`src/rtl/pwm_evt_pkg.sv`:
```
package pwm_evt_pkg;

  localparam int NUM_EVT  = 6;
  localparam int ADDR_W   = 3;
  localparam int INT_LSB  = 0;
  localparam int TRIG_LSB = 8;

  // event indices, shared by both enable groups and the status register
  localparam int EV_ZERO = 0;
  localparam int EV_LOAD = 1;
  localparam int EV_AUP  = 2;
  localparam int EV_ADN  = 3;
  localparam int EV_BUP  = 4;
  localparam int EV_BDN  = 5;

  typedef enum logic [ADDR_W-1:0] {
    REG_CTRL = 3'd0,
    REG_EN   = 3'd1,
    REG_LOAD = 3'd2,
    REG_CMPA = 3'd3,
    REG_CMPB = 3'd4,
    REG_STAT = 3'd5,
    REG_CNT  = 3'd6
  } reg_addr_e;

  // strobes from the control side to the datapath
  typedef struct packed {
    logic run;
    logic upDown;
  } cfg_t;

endpackage

```
`src/rtl/pwm_evt_dp.sv`:
```
module pwm_evt_dp
  import pwm_evt_pkg::*;
#(
  parameter int CNT_W = 16
) (
  input  logic             clk,
  input  logic             rstN,
  input  cfg_t             cfg,
  input  logic [CNT_W-1:0] pendLoad,
  input  logic [CNT_W-1:0] pendCmpA,
  input  logic [CNT_W-1:0] pendCmpB,
  output logic [CNT_W-1:0] cnt,
  output logic [NUM_EVT-1:0] evt
);

  localparam logic [CNT_W-1:0] ONE = CNT_W'(1);

  logic [CNT_W-1:0] actLoad, actCmpA, actCmpB;
  logic             dirUp;
  logic             atZero;

  assign atZero = (cnt == '0);

  always_ff @(posedge clk or negedge rstN) begin
    if (!rstN) begin
      cnt     <= '0;
      dirUp   <= 1'b0;
      actLoad <= '0;
      actCmpA <= '0;
      actCmpB <= '0;
    end else begin
      if (atZero) begin
        actLoad <= pendLoad;
        actCmpA <= pendCmpA;
        actCmpB <= pendCmpB;
      end
      if (cfg.run) begin
        if (!cfg.upDown) begin
          dirUp <= 1'b0;
          cnt   <= atZero ? pendLoad : cnt - ONE;
        end else if (dirUp) begin
          if (cnt >= actLoad) begin
            dirUp <= 1'b0;
            cnt   <= cnt - ONE;
          end else begin
            cnt <= cnt + ONE;
          end
        end else if (atZero) begin
          if (pendLoad != '0) begin
            dirUp <= 1'b1;
            cnt   <= ONE;
          end
        end else begin
          cnt <= cnt - ONE;
        end
      end
    end
  end

  always_comb begin
    evt          = '0;
    evt[EV_ZERO] = cfg.run && atZero;
    evt[EV_LOAD] = cfg.run && (cnt == actLoad);
    evt[EV_AUP]  = cfg.run && (cnt == actCmpA) &&  dirUp;
    evt[EV_ADN]  = cfg.run && (cnt == actCmpA) && !dirUp;
    evt[EV_BUP]  = cfg.run && (cnt == actCmpB) &&  dirUp;
    evt[EV_BDN]  = cfg.run && (cnt == actCmpB) && !dirUp;
  end

  logic pastValid;
  always_ff @(posedge clk or negedge rstN) begin
    if (!rstN) pastValid <= 1'b0;
    else       pastValid <= 1'b1;
  end


  cnt_in_range_chk: assert property (@(posedge clk) disable iff (!rstN)
    pastValid |-> cnt <= actLoad);


  down_step_chk: assert property (@(posedge clk) disable iff (!rstN)
    pastValid && cfg.run && !cfg.upDown && $past(cfg.run && !cfg.upDown) && $past(cnt) != '0
    |-> cnt == $past(cnt) - ONE);


  shadow_hold_chk: assert property (@(posedge clk) disable iff (!rstN)
    pastValid && $past(cnt) != '0 |-> $stable(actLoad) && $stable(actCmpA) && $stable(actCmpB));


  dir_qual_chk: assert property (@(posedge clk) disable iff (!rstN)
    pastValid && cfg.upDown && $past(cfg.run && cfg.upDown) && cnt > $past(cnt)
    |-> !evt[EV_ADN] && !evt[EV_BDN]);

endmodule

```
`src/rtl/pwm_evt_ctrl.sv`:
```
module pwm_evt_ctrl
  import pwm_evt_pkg::*;
#(
  parameter int CNT_W  = 16,
  parameter int DATA_W = 32
) (
  input  logic               clk,
  input  logic               rstN,
  input  logic               busWrEn,
  input  logic [ADDR_W-1:0]  busAddr,
  input  logic [DATA_W-1:0]  busWrData,
  output logic [DATA_W-1:0]  busRdData,
  input  logic [CNT_W-1:0]   cnt,
  input  logic [NUM_EVT-1:0] evt,
  output cfg_t               cfg,
  output logic [CNT_W-1:0]   pendLoad,
  output logic [CNT_W-1:0]   pendCmpA,
  output logic [CNT_W-1:0]   pendCmpB,
  output logic               intReq,
  output logic               adcTrig
);

  logic               runBit, udBit;
  logic [NUM_EVT-1:0] trigEn, intEn, status, clrMask;
  reg_addr_e          addr;

  assign addr = reg_addr_e'(busAddr);

  always_ff @(posedge clk or negedge rstN) begin
    if (!rstN) begin
      runBit   <= 1'b0;
      udBit    <= 1'b0;
      trigEn   <= '0;
      intEn    <= '0;
      pendLoad <= '0;
      pendCmpA <= '0;
      pendCmpB <= '0;
    end else if (busWrEn) begin
      case (addr)
        REG_CTRL: begin
          runBit <= busWrData[0];
          udBit  <= busWrData[1];
        end
        REG_EN: begin
          trigEn <= busWrData[TRIG_LSB +: NUM_EVT];
          intEn  <= busWrData[INT_LSB +: NUM_EVT];
        end
        REG_LOAD: pendLoad <= busWrData[CNT_W-1:0];
        REG_CMPA: pendCmpA <= busWrData[CNT_W-1:0];
        REG_CMPB: pendCmpB <= busWrData[CNT_W-1:0];
        default: ;
      endcase
    end
  end

  assign clrMask = (busWrEn && addr == REG_STAT) ? busWrData[NUM_EVT-1:0] : '0;

  always_ff @(posedge clk or negedge rstN) begin
    if (!rstN) status <= '0;
    else       status <= (status & ~clrMask) | (evt & intEn);
  end

  always_comb begin
    cfg.run    = runBit;
    cfg.upDown = udBit;
  end

  assign intReq  = |status;
  assign adcTrig = |(evt & trigEn);

  always_comb begin
    busRdData = '0;
    case (addr)
      REG_CTRL: busRdData[1:0] = {udBit, runBit};
      REG_EN: begin
        busRdData[TRIG_LSB +: NUM_EVT] = trigEn;
        busRdData[INT_LSB +: NUM_EVT]  = intEn;
      end
      REG_LOAD: busRdData[CNT_W-1:0] = pendLoad;
      REG_CMPA: busRdData[CNT_W-1:0] = pendCmpA;
      REG_CMPB: busRdData[CNT_W-1:0] = pendCmpB;
      REG_STAT: busRdData[NUM_EVT-1:0] = status;
      REG_CNT:  busRdData[CNT_W-1:0] = cnt;
      default: ;
    endcase
  end

  logic pastValid;
  always_ff @(posedge clk or negedge rstN) begin
    if (!rstN) pastValid <= 1'b0;
    else       pastValid <= 1'b1;
  end


  int_clear_chk: assert property (@(posedge clk) disable iff (!rstN)
    pastValid && $fell(intReq) |-> $past(busWrEn && busAddr == REG_STAT));


  idle_quiet_chk: assert property (@(posedge clk) disable iff (!rstN)
    !runBit |-> !adcTrig);

endmodule

```
`src/rtl/pwm_evt_gen.sv`:
```
module pwm_evt_gen
  import pwm_evt_pkg::*;
#(
  parameter int CNT_W  = 16,
  parameter int DATA_W = 32
) (
  input  logic              clk,
  input  logic              rstN,
  input  logic              busWrEn,
  input  logic [ADDR_W-1:0] busAddr,
  input  logic [DATA_W-1:0] busWrData,
  output logic [DATA_W-1:0] busRdData,
  output logic              intReq,
  output logic              adcTrig
);

  cfg_t               cfg;
  logic [CNT_W-1:0]   cnt, pendLoad, pendCmpA, pendCmpB;
  logic [NUM_EVT-1:0] evt;

  pwm_evt_ctrl #(.CNT_W(CNT_W), .DATA_W(DATA_W)) i_ctrl (
    .clk       (clk),
    .rstN      (rstN),
    .busWrEn   (busWrEn),
    .busAddr   (busAddr),
    .busWrData (busWrData),
    .busRdData (busRdData),
    .cnt       (cnt),
    .evt       (evt),
    .cfg       (cfg),
    .pendLoad  (pendLoad),
    .pendCmpA  (pendCmpA),
    .pendCmpB  (pendCmpB),
    .intReq    (intReq),
    .adcTrig   (adcTrig)
  );

  pwm_evt_dp #(.CNT_W(CNT_W)) i_dp (
    .clk      (clk),
    .rstN     (rstN),
    .cfg      (cfg),
    .pendLoad (pendLoad),
    .pendCmpA (pendCmpA),
    .pendCmpB (pendCmpB),
    .cnt      (cnt),
    .evt      (evt)
  );

endmodule

```
`config.mk`:
```
export PLATFORM = sky130hd
export DESIGN_NAME = pwm_evt_gen
export DESIGN_NICKNAME = d
export VERILOG_FILES = /design/src/rtl/pwm_evt_pkg.sv /design/src/rtl/pwm_evt_dp.sv /design/src/rtl/pwm_evt_ctrl.sv /design/src/rtl/pwm_evt_gen.sv
export SDC_FILE = /design/constraint.sdc
export NUM_CORES = 1
export LEC_CHECK = 0
export ABC_AREA = 1
export BUFFER_PORTS_ARGS = -buffer_cell sky130_fd_sc_hd__buf_2
export CAP_MARGIN = 20
export CELL_PAD_IN_SITES_DETAIL_PLACEMENT = 1
export CELL_PAD_IN_SITES_GLOBAL_PLACEMENT = 1
export CORE_UTILIZATION = 40
export CTS_CLUSTER_DIAMETER = 30
export DETAILED_ROUTE_END_ITERATION = 8
export PLACE_DENSITY_LB_ADDON = 0.08
export SLEW_MARGIN = 20
export SYNTH_ARGS = -nofsm -noshare
export SYNTH_HDL_FRONTEND = slang
export SYNTH_HIERARCHICAL = 1
export SYNTH_SLANG_ARGS = --single-unit
```
`constraint.sdc`:
```
create_clock -name clk -period 2.3 [get_ports clk]
set_clock_uncertainty 0.05 [all_clocks]
set_input_delay 0.46 -clock clk [delete_from_list [all_inputs] [get_ports clk]]
set_output_delay 0.46 -clock clk [all_outputs]
set_load 0.05 [all_outputs]
```
### Yosys cells after proc, flatten, opt, wreduce, memory -nomap -nowiden

Index checks and enable logic that the tools add are counted.

| storage, ports and cells | value |
|---|---|
| register bits after elaboration | 133 |
| input port bits | 38 |
| output and inout port bits | 34 |
| word-level logic and storage cells | 69 |

| cells by class | value |
|---|---|
| add/sub/neg operators | 2 |
| magnitude comparators | 1 |
| eq/ne operators | 10 |
| mux-type cells | 17 |
| bitwise operators | 5 |
| reduce and logical (&&, ||, !) cells | 21 |

Operators with widths:

| kind | number |
|---|---|
| $mux 16 | 6 |
| $eq 16x16->1 | 3 |
| $pmux 6 s5 | 1 |
| $pmux 4 s6 | 1 |
| $and 6x6->6 | 3 |
| $add 16x1->16 const B | 1 |
| $ge 16x16->1 | 1 |
| $logic_not 16->1 | 1 |
| $pmux 2 s4 | 2 |
| $reduce_bool 16->1 | 1 |
| $sub 16x1->16 const B | 1 |
| $pmux 2 s7 | 1 |
| $reduce_and 2->1 | 6 |
| $reduce_or 6->1 | 2 |
| $eq 3x3->1 const B | 3 |
| $logic_and 1x1->1 | 9 |
| $eq 3x2->1 const B | 2 |
| $mux 6 | 1 |
| $not 6->6 | 1 |
| $or 6x6->6 | 1 |
| $mux 1 | 5 |
| $ne 4x3->1 const B | 1 |
| $eq 3x1->1 const B | 1 |
| $logic_not 3->1 | 1 |
| $logic_not 1->1 | 1 |

### Depth between registers and ports, before layout

| logic depth | value |
|---|---|
| depth in word-level cells | 6 |
| depth in mapped cells | 17 |

### Modules after synthesis

Netlist, hierarchy kept.

By module, submodules not included:

| module | times used | cells each | area each (um^2) | sequential area each (um^2) |
|---|---|---|---|---|
| pwm_evt_dp | 1 | 730 | 5022.3 | 1626.6 |
| pwm_evt_ctrl | 1 | 486 | 3676.0 | 1701.6 |

### Worst setup path after synthesis

Ideal clock, no wire load.

| timing | value |
|---|---|
| path kind | flip-flop to output port |
| from | reg i_dp.cnt[0] |
| to | out adcTrig |
| data arrival time | 2.067 ns |
| required time | 1.790 ns |
| setup slack | -0.277 ns |
| stages on the path, launching flop included | 11 |
| buffers on the path | 2 |
| cells stage by stage | dfrtp_1 -> inv_1 -> ha_1 -> nand3_1 -> nor2_4 -> nand2_4 -> buf_2 -> buf_2 -> nor2_1 -> nand2_1 -> nand4_1 |

RTL lines:

| item | RTL line | text |
|---|---|---|
| start, declared | pwm_evt_dp.sv:12 | `output logic [CNT_W-1:0] cnt,` |
| start signal, assigned | pwm_evt_dp.sv:40 | `cnt <= atZero ? pendLoad : cnt - ONE;` |
| start signal, assigned | pwm_evt_dp.sv:44 | `cnt <= cnt - ONE;` |
| start signal, assigned | pwm_evt_dp.sv:46 | `cnt <= cnt + ONE;` |
| $logic_not 16->1 | pwm_evt_dp.sv:22 | `assign atZero = (cnt == '0);` |
| $logic_and 1x1->1 | pwm_evt_dp.sv:62 | `evt[EV_ZERO] = cfg.run && atZero;` |
| named net evt[0] | pwm_evt_gen.sv:19 | `logic [NUM_EVT-1:0] evt;` |
| $and 6x6->6 | pwm_evt_ctrl.sv:69 | `assign adcTrig = \|(evt & trigEn);` |
| $reduce_or 6->1 | pwm_evt_ctrl.sv:69 |  |
| end, declared | pwm_evt_gen.sv:14 | `output logic adcTrig` |

The timed path passes the listed nets, and every way through them passes these cells.

### Final worst setup path

| timing | value |
|---|---|
| from | reg i_dp.cnt[10] |
| to | out adcTrig |

| between the ends | value |
|---|---|
| longest elaborated chain between the ends | 5 |

Ends and longest elaborated chain:

| item | RTL line | text |
|---|---|---|
| $eq 16x16->1 | pwm_evt_dp.sv:66 | `evt[EV_BUP] = cfg.run && (cnt == actCmpB) && dirUp;` |
| $logic_and 1x1->1 (2 in a row) | pwm_evt_dp.sv:66 |  |
| named net evt[4] | pwm_evt_gen.sv:19 |  |
| $and 6x6->6 | pwm_evt_ctrl.sv:69 |  |
| $reduce_or 6->1 | pwm_evt_ctrl.sv:69 |  |

The timed path passes the listed nets, and every way through them passes these cells.

==> run summary <==
Status: finished, violations left
Failing checks: negative setup slack
TritonRoute pass-1 iters: 5
Clock Sinks: 133
Hold Vio Cnt, Final: 0
Worst Path Arrival: 2510 ps
Reg2reg path depth: 15
Syn. warnings: 6
Clock Latency Late Sink: 420 ps
Synth top area share: 38.3%
Largest net degree at the start of global routing: 49
Mapped cell area: 8700 um2
Area grow syn2layout: 24.4%
Via density: 5.22
Placed standard-cell area: 9790 um2
DIE AREA: 22300 um2
# port buffers: 39
Flops & latches, synth: 133
Synth top cells by count: nand2_1 (423), dfrtp_1 (133), inv_1 (130), nor2_1 (93), o21ai_0 (58)
Cells after synthesis: 1216
CP Capture Type: output port
Count leader, synth: nand2_1
Num CTS Buffers: 17
Core area: 21200 um2
Synth unique cells: 47
GRT Total Usage: 30.7%
CTS tree: yes
DP HPWL: 24900 um
H-tree Lvls: 4
Clk root buf: clkbuf_16
Async SR Flop Fraction: 100%
Final setup fails: 1
Die width: 149 um
Vias in the first global route: 8915
Startpoint types: register
Minimum clock period: 3020 ps
Initial antenna violation count: 0
Leakage: 5.51 nW
Final GP Congestion: 0.898
RSZ-0062 raised after global routing: true
Worst setup path startpoint: i_dp/cnt[10]
CTS max path bufs: 2
Max Cap Violations: 0
Design Area, Final: 10800 um2
Flop-to-flop setup slack: 80 ps
Final Util: 51.2%
DIE HEIGHT: 149 um
Fin. max-slew vios: 0
Max Clk Rate: 331 MHz
First-pass GRT wire length: 51100 um
Antenna Cells: 0
Post-synth top area cell: dfrtp_1
Final period utilization: 131%
Crit Path Class: reg -> out
Worst hold path class: in -> reg
Layout net count: 1408
# IOs: 72
Crit Path Max Fanout: 2
Antenna-violating nets left: 0
Fin worst setup slack: -723 ps
Drt total wl: 32500 um
CTS clock-pin slew for the worst setup and hold paths: 60 ps
Worst R2R End: i_dp/cnt[11]
Sequential share of the synthesized area: 38.3%
Peak VDD IR: 0.000638 V
Final Power: 13.3 mW
Relative max-transition margin: 58.0%
Final hold slack: 205 ps
Place WS: -349 ps
Row count: 53
Grt ovf: 0
Top cells by area, synth: dfrtp_1 (38%), nand2_1 (18%), inv_1 (5.6%)
Share of cells above drive strength 1: 22.2%
Ys flop type: dfrtp_1
Via count: 8552
Avg WL per Cell: 19.8 um
Drc violations: 0
Initial drt markers: 500
Worst Setup EP: adcTrig
FF-to-FF Start: i_dp/cnt[9]
WP data required: 1790 ps
Worst Tran Pin Value: 629 ps
Starting Density: 41.1%
Power Density: 1230 nW/um2
Number of synthesized flops with an enable pin: 0
Syn Area/Cell: 7.15 um2
critical path, cell delays in order, from the launching register on:
cell	delay, ps
dfrtp_1	400
buf_6	130
buf_6	110
xor2_2	170
a221oi_2	200
nand2_1	80
nor2_1	110
nand4_1	260
nor2_2	220
nand2_1	80
nand4_1	150
buf_6	180
logic make-up (layout without fill, tap and decap cells):
group | after synthesis | after routing | synth area share, %
flip-flops | 133 | 133 | 38.3
XOR/XNOR | 27 | 27 | 2.72
adder cells (fa/ha/maj) | 19 | 19 | 2.73
other | 1 | 16 | 0.0431
AND/OR/NAND/NOR | 672 | 672 | 34.3
AO/OA/AOI/OAI | 151 | 151 | 9.82
buffers and inverters | 213 | 345 | 12.1
per-stage QoR:
stage          TNS [ps]  cells
2_1_floorplan     -68.8   1231
3_3_place_gp       -316   1590
3_5_place_dp       -415   1590
4_1_cts            -694   1638
5_1_grt           -1180   1638
6_report           -723   1638
sequential cells by signal, summed over array words and instances (netlist names), 16 cells and up:
signal	cells
i_dp/actCmpA	16
i_ctrl/pendLoad	16
i_dp/actLoad	16
i_dp/cnt	16
i_ctrl/pendCmpB	16
i_dp/actCmpB	16
i_ctrl/pendCmpA	16
what timing repair did:
action	4_1_cts	5_1_grt
endpoints found under the hold margin	39	0
hold buffers	1	0
pin swaps	16	10
resized for setup	35	43
setup endpoints to repair	16	27
setup buffers	16	4
metal layers:
metal / global-route usage, % / share of wire (%)
met5: 0 / 0
met4: 12.3 / 3.4
met2: 50.0 / 48
met1: 40.9 / 45
met3: 4.24 / 4.2
how the worst min path moves through the flow:
stage | start | to | cells after the start
after detailed placement | rstN | i_dp/cnt[13] | 1
final | busWrData[13] | i_ctrl/pendCmpA[13] | 3
after global placement | rstN | i_dp/cnt[13] | 1
after global routing | busWrData[7] | i_ctrl/pendCmpA[7] | 3
after CTS | busWrData[13] | i_ctrl/pendCmpA[13] | 3
after floorplan | rstN | i_ctrl/intEn[0] | 0
power by group:
part	internal, mW	switching [mW]
logic	2.68	3.98
clock network	1.96	1.07
registers	2.98	0.647
area by class of cell:
type | count | area [um2]
fillers | 2726 | 10300
multi-input cells | 885 | 4570
flip-flops and latches | 133 | 3330
repair buffers | 179 | 1410
inverters | 135 | 518
clock buffers | 20 | 447
well taps | 275 | 344
clock inverters | 11 | 200
cell usage in the layout (no fill, tap or decap), types with 17 or more instances in the layout:
| master | count |
|---|---|
| nand2_1 | 412 |
| dfrtp_1 | 130 |
| inv_1 | 121 |
| buf_4 | 120 |
| nor2_1 | 81 |
| nand4_1 | 57 |
| o21ai_0 | 56 |
| nand3_1 | 55 |
| o21ai_1 | 42 |
| buf_2 | 34 |
| xor2_1 | 22 |
| clkbuf_16 | 17 |
| a21oi_1 | 17 |
| ha_1 | 17 |
Power figures use the tool's default switching activity.
